### config.mk
export PLATFORM = sky130hd
export DESIGN_NAME = dram_cs_decode
export DESIGN_NICKNAME = d
export VERILOG_FILES = /design/src/rtl/csd_pkg.sv /design/src/rtl/csd_ctrl.sv /design/src/rtl/csd_datapath.sv /design/src/rtl/dram_cs_decode.sv
export SDC_FILE = /design/constraint.sdc
export NUM_CORES = 1
export LEC_CHECK = 0
export BUFFER_PORTS_ARGS = -buffer_cell sky130_fd_sc_hd__buf_2
export CAP_MARGIN = 30
export CORE_UTILIZATION = 55
export CTS_BUF_LIST = sky130_fd_sc_hd__clkbuf_2
export CTS_CLUSTER_DIAMETER = 30
export DETAILED_ROUTE_END_ITERATION = 8
export PLACE_DENSITY = 0.74
export RECOVER_POWER = 25
export SYNTH_ARGS = -nofsm -noshare
export SYNTH_HDL_FRONTEND = slang
export SYNTH_HIERARCHICAL = 1
export SYNTH_SLANG_ARGS = --single-unit
### constraint.sdc
create_clock -name clk -period 3.16 [get_ports clk]
set_input_delay 0.632 -clock clk [delete_from_list [all_inputs] [get_ports clk]]
set_output_delay 0.632 -clock clk [all_outputs]
set_load 0.02 [all_outputs]
### src/rtl/csd_pkg.sv
package csd_pkg;
  localparam int CSD_MAX_CS = 8;
  localparam int CSD_IDX_W  = $clog2(CSD_MAX_CS);

  // writable bit patterns of the two register kinds
  localparam logic [31:0] BASE_WMASK = 32'hFFE0_FE01;
  localparam logic [31:0] MASK_WMASK = 32'h3FE0_FE00;

  typedef struct packed {
    logic [CSD_MAX_CS-1:0] wrBase;
    logic [CSD_MAX_CS-1:0] wrMask;
    logic                  rdMask;
    logic [CSD_IDX_W-1:0]  rdIdx;
  } csdStrobes_t;
endpackage

### src/rtl/csd_ctrl.sv
module csd_ctrl
  import csd_pkg::*;
#(
  parameter int NUM_CS = CSD_MAX_CS
) (
  input  logic              clk,
  input  logic              rstN,
  input  logic [CSD_IDX_W:0] regAddr,
  input  logic              regWe,
  output csdStrobes_t       strb
);
  logic [CSD_IDX_W-1:0] idx;
  logic                 isMask;

  assign idx    = regAddr[CSD_IDX_W-1:0];
  assign isMask = regAddr[CSD_IDX_W];

  always_comb begin
    strb        = '0;
    strb.rdMask = isMask;
    strb.rdIdx  = idx;
    if (regWe && (int'(idx) < NUM_CS)) begin
      if (isMask) strb.wrMask[idx] = 1'b1;
      else        strb.wrBase[idx] = 1'b1;
    end
  end

  // a single write touches at most one register
  a_r1_single_write: assert property (@(posedge clk) disable iff (!rstN)
    $onehot0({strb.wrBase, strb.wrMask}));
  // no write strobe without a write request
  a_r1_no_spurious: assert property (@(posedge clk) disable iff (!rstN)
    !regWe |-> ({strb.wrBase, strb.wrMask} == '0));
endmodule

### src/rtl/csd_datapath.sv
module csd_datapath
  import csd_pkg::*;
#(
  parameter int NUM_CS = CSD_MAX_CS,
  parameter int ADDR_W = 40
) (
  input  logic              clk,
  input  logic              rstN,
  input  csdStrobes_t       strb,
  input  logic [31:0]       regWrData,
  output logic [31:0]       regRdData,
  input  logic [ADDR_W-1:0] lookupAddr,
  output logic [NUM_CS-1:0] csSel,
  output logic              csHit
);
  localparam int CO_W = 11;  // address 35:25
  localparam int FI_W = 7;   // address 19:13

  logic [31:0]       baseQ [NUM_CS];
  logic [31:0]       maskQ [NUM_CS];
  logic [NUM_CS-1:0] rawMatch;
  logic [NUM_CS-1:0] pick;
  logic [NUM_CS:0]   lowerHit;
  logic [CO_W-1:0]   coAddr;
  logic [FI_W-1:0]   fiAddr;

  assign coAddr = lookupAddr[35:25];
  assign fiAddr = lookupAddr[19:13];

  generate
    for (genvar k = 0; k < NUM_CS; k++) begin : gSel
      logic [CO_W-1:0] coDiff;
      logic [CO_W-1:0] coIgnore;
      logic [FI_W-1:0] fiDiff;

      always_ff @(posedge clk) begin
        if (!rstN) begin
          baseQ[k] <= '0;
          maskQ[k] <= '0;
        end else begin
          if (strb.wrBase[k]) baseQ[k] <= regWrData & BASE_WMASK;
          if (strb.wrMask[k]) maskQ[k] <= regWrData & MASK_WMASK;
        end
      end

      assign coDiff   = coAddr ^ baseQ[k][31:21];
      assign coIgnore = {2'b00, maskQ[k][29:21]};
      assign fiDiff   = fiAddr ^ baseQ[k][15:9];
      assign rawMatch[k] = baseQ[k][0]
                         && ((coDiff & ~coIgnore) == '0)
                         && ((fiDiff & ~maskQ[k][15:9]) == '0);

      // lowest index wins
      assign pick[k]         = rawMatch[k] & ~lowerHit[k];
      assign lowerHit[k + 1] = lowerHit[k] | rawMatch[k];

      // a disabled select never drives its output
      a_r4_disabled_quiet: assert property (@(posedge clk) disable iff (!rstN)
        !baseQ[k][0] |=> !csSel[k]);
      // a raw match at k yields a winner at index k or below
      a_r8_lowest_wins: assert property (@(posedge clk) disable iff (!rstN)
        rawMatch[k] |=> ((csSel & NUM_CS'((2 ** (k + 1)) - 1)) != '0));
    end
  endgenerate

  assign lowerHit[0] = 1'b0;

  always_ff @(posedge clk) begin
    if (!rstN) begin
      csSel <= '0;
      csHit <= 1'b0;
    end else begin
      csSel <= pick;
      csHit <= lowerHit[NUM_CS];
    end
  end

  always_comb begin
    regRdData = '0;
    if (int'(strb.rdIdx) < NUM_CS)
      regRdData = strb.rdMask ? maskQ[strb.rdIdx] : baseQ[strb.rdIdx];
  end

  // output stays one-hot or zero
  a_r8_onehot: assert property (@(posedge clk) disable iff (!rstN)
    $onehot0(csSel));
  // hit flag agrees with the select vector
  a_r9_hit_agrees: assert property (@(posedge clk) disable iff (!rstN)
    csHit == (csSel != '0));
  // read data never shows a reserved bit
  a_r2_reserved_zero: assert property (@(posedge clk) disable iff (!rstN)
    (regRdData & ~(strb.rdMask ? MASK_WMASK : BASE_WMASK)) == '0);
endmodule

### src/rtl/dram_cs_decode.sv
module dram_cs_decode
  import csd_pkg::*;
#(
  parameter int NUM_CS = CSD_MAX_CS,
  parameter int ADDR_W = 40
) (
  input  logic              clk,
  input  logic              rstN,
  input  logic [3:0]        regAddr,
  input  logic              regWe,
  input  logic [31:0]       regWrData,
  output logic [31:0]       regRdData,
  input  logic [ADDR_W-1:0] lookupAddr,
  output logic [NUM_CS-1:0] csSel,
  output logic              csHit
);
  csdStrobes_t strb;

  csd_ctrl #(.NUM_CS(NUM_CS)) uCtrl (
    .clk     (clk),
    .rstN    (rstN),
    .regAddr (regAddr),
    .regWe   (regWe),
    .strb    (strb)
  );

  csd_datapath #(.NUM_CS(NUM_CS), .ADDR_W(ADDR_W)) uData (
    .clk        (clk),
    .rstN       (rstN),
    .strb       (strb),
    .regWrData  (regWrData),
    .regRdData  (regRdData),
    .lookupAddr (lookupAddr),
    .csSel      (csSel),
    .csHit      (csHit)
  );
endmodule

==> impl_metrics.py <==
metrics = {
    "outcome": {
        "status": "finished, violations left",
        "violations": "capacitance limit, slew limit, setup timing",
    },
    "yosys": {
        "syn_area_um2": 15300,
        "synth_top_area_frac": 0.5496,
        "synth.area.top_cells": "edfxtp_1 (55%), and3_1 (11%), xnor2_1 (8.2%)",
        "synth_top_area_cell": "edfxtp_1",
        "synthFlopType": "edfxtp_1",
        "ys_warn_count": 6,
        "synth.distinct_cells": 29,
        "synth_seq_cells": 289,
        "syn_inst": 1094,
        "netlist_top_cells_count": "and3_1 (280), edfxtp_1 (280), xnor2_1 (144)",
        "async_reset_ff_frac": 0,
        "synth-edff-count": 280,
        "ys_seq_area_frac": 0.5614,
        "avgSynthCellArea_um2": 13.98,
    },
    "die": {
        "start_util": 0.5645,
        "fp.dieW_um": 168.8,
        "ios": 120,
        "std_cell_rows": 60,
        "core_um2": 27100,
        "die_h_um": 168.8,
        "design.die.area_um2": 28490,
    },
    "power_and_ir_drop": {
        "clkPwrFrac": 0.326,
        "cellLeakagePower_nw": 7.167,
        "p_switching_mw": 2.528,
        "swShare": 0.2853,
        "power.density_nw_per_um2": 512.5,
        "p_comb_frac": 0.157,
        "irDropWorstVdd_uv": 254.7,
        "seq_power_share": 0.516,
        "internal_power_mw": 6.331,
        "total_power_mw": 8.859,
    },
    "timing": {
        "setup_viol": 5,
        "worstMarginPinSlew_ns": 1.666,
        "hold_viol": 0,
        "max_freq_mhz": 311.8,
        "maxSlewViolCount": 91,
        "min_period_ns": 3.207,
        "setup_ws_ns": -0.04669,
        "slew_headroom": -0.1104,
        "period_share": 1.015,
        "skew_ns": 0.04150,
        "rsz0062_at_grt": "yes",
    },
    "drt": {
        "wl_per_cell_um": 28.06,
        "num_vias": 11060,
        "avgViaCountPerCell": 6.567,
        "drtPass1Iterations": 7,
        "wl_met1_mm": 17.78,
        "maxUsedRoutingLayer": "met5",
        "antenna_left": 0,
        "drc_errors": 0,
        "dr_wl_met3_mm": 6.199,
        "met2_length_mm": 21.30,
        "drt_iter0_drc": 1726,
        "drt-total-wl_mm": 47.26,
    },
    "final_layout": {
        "utilization": 0.6379,
        "areaGrowthSynthToFinish_pct": 13.00,
        "finalNetCount": 1333,
        "finalInstanceArea_um2": 17290,
        "drive_gt1_frac": 0.2916,
    },
    "run": {
        "max_cap_violations": 1,
    },
    "grt": {
        "grt_use_total": 0.3346,
        "grt_first_pass_wirelength_mm": 67.82,
        "overflow": 0,
        "grt_start_max_net_pins": 91,
        "grt_pass1_vias": 10600,
        "antenna_found_initial": 4,
    },
    "clocking": {
        "cts.htree.levels": 3,
        "clk_pin_slew_ns": 0.10,
        "cts_root_buf": "clkbuf_2",
        "clock_sinks": 289,
        "cts_tree": "built",
        "numCtsBuffers": 76,
        "clockBufferDepth": 3,
        "insertion_delay_ns": 0.90,
    },
    "setup_path": {
        "rr_startpoint": "uData/baseQ[0][12]$_SDFFCE_PN0P_",
        "crit_type": "reg2out",
        "critPathCaptureType": "output pin",
        "startpoint_type": "flip-flop",
        "ff2ff_path_depth": 7,
        "worst_ep_required_time_ns": 2.53,
        "cp_max_fo": 2,
        "rrSetupSlack_ns": 0.89,
        "cp-endpoint": "regRdData[9]",
        "reg2reg_to": "uData/csSel[7]$_SDFF_PN0_",
        "cp.arrival_ns": 2.57,
        "cp-startpoint": "uData/baseQ[3][1]$_SDFFCE_PN0P_",
    },
    "min_path": {
        "worstHoldStart": "regWrData[31]",
        "hp-class": "in2reg",
    },
    "placement": {
        "hpwl_mm": 30.86,
        "place_congestion": 0.9942,
        "port_buffers": 71,
        "dp_slack_ns": 0.1080,
        "dpl_cell_area_um2": 16070,
    },
}
## layout make-up
| cell class | count | area (um^2) |
|---|---|---|
| fillers | 2073 | 9813 |
| flip-flops and latches | 289 | 8588 |
| multi-input cells | 688 | 5978 |
| repair buffers | 198 | 1476 |
| clock buffers | 104 | 520.5 |
| well taps | 372 | 465.4 |
| clock inverters | 30 | 250.2 |
| diodes | 2 | 5.005 |
| inverters | 1 | 3.754 |
## power groups by stage
| stage | sequential, mW | clock (mW) | combinational [mW] |
|---|---|---|---|
| floorplan | 4.60 | 0 | 0.801 |
| global placement | 4.64 | 0 | 1.21 |
| detailed placement | 4.66 | 0 | 1.22 |
| CTS | 4.57 | 2.91 | 1.32 |
| global route | 4.59 | 3.10 | 1.44 |
| finish | 4.57 | 2.89 | 1.40 |
## flip-flops by register name, summed over array words and instances (netlist names)
signal       count
uData/baseQ    152
uData/maskQ    128
uData/csSel      8
uData/csHit      1
## layout by cell type (no fill, tap or decap), types with 12 or more instances in the layout
cell	synthesis	layout
mux4_2	47	77
nor2_1	28	28
conb_1	1	13
edfxtp_1	280	280
xnor2_1	144	144
and3_1	280	280
clkinv_1	0	18
nor3_1	13	12
buf_4	34	105
buf_2	3	54
nand2b_1	18	18
buf_6	7	14
clkbuf_1	82	12
clkbuf_2	1	107
nand3_1	19	19
o22ai_1	64	64
## worst max-delay path, stage by stage, from the launching register on
cell	delay (ns)
edfxtp_1	0.43
mux4_2	0.54
mux4_2	0.55
buf_6	0.17
## timing repair
action	4_1_cts	5_1_grt
resized for setup	49	9
setup buffers	42	29
endpoints found under the setup margin	16	16
hold buffers	0	0
## stage by stage
stage               hold slack (ns)  instances  setup TNS (ns)
finish                       0.1716       1684         -0.1026
global route                 0.1211       1683         -0.6075
CTS                          0.1015       1653         -0.3122
detailed placement           0.8113       1477               0
global placement             0.7998       1477               0
floorplan                    0.6466       1106               0
## cell families (layout without fill, tap and decap cells)
group / after synthesis / in the layout / share of synthesized area
other cells: 1 / 15 / 0.0002451
mux: 89 / 89 / 0.1381
simple gates: 377 / 377 / 0.1473
flops: 289 / 289 / 0.5614
xor+xnor: 144 / 144 / 0.08244
compound gates: 65 / 65 / 0.02674
buf+inv: 129 / 333 / 0.04375
## how the worst min path moves through the flow
stage / to / slack [ns] / cells past startpoint
2_1_floorplan: uData/csSel[4]$_SDFF_PN0_ / 0.65 / 4
3_3_place_gp: uData/csSel[6]$_SDFF_PN0_ / 0.80 / 4
3_5_place_dp: uData/csSel[6]$_SDFF_PN0_ / 0.81 / 4
4_1_cts: uData/baseQ[3][18]$_SDFFCE_PN0P_ / 0.10 / 2
5_1_grt: uData/baseQ[5][18]$_SDFFCE_PN0P_ / 0.12 / 2
6_report: uData/baseQ[3][18]$_SDFFCE_PN0P_ / 0.17 / 2
## layer usage
layer	vias to the layer above	GRT usage
li1	4570	-
met1	5387	0.4649
met2	940	0.5075
met3	158	0.07879
met4	4	0.1435
met5	-	0
Power figures use the tool's default switching activity.
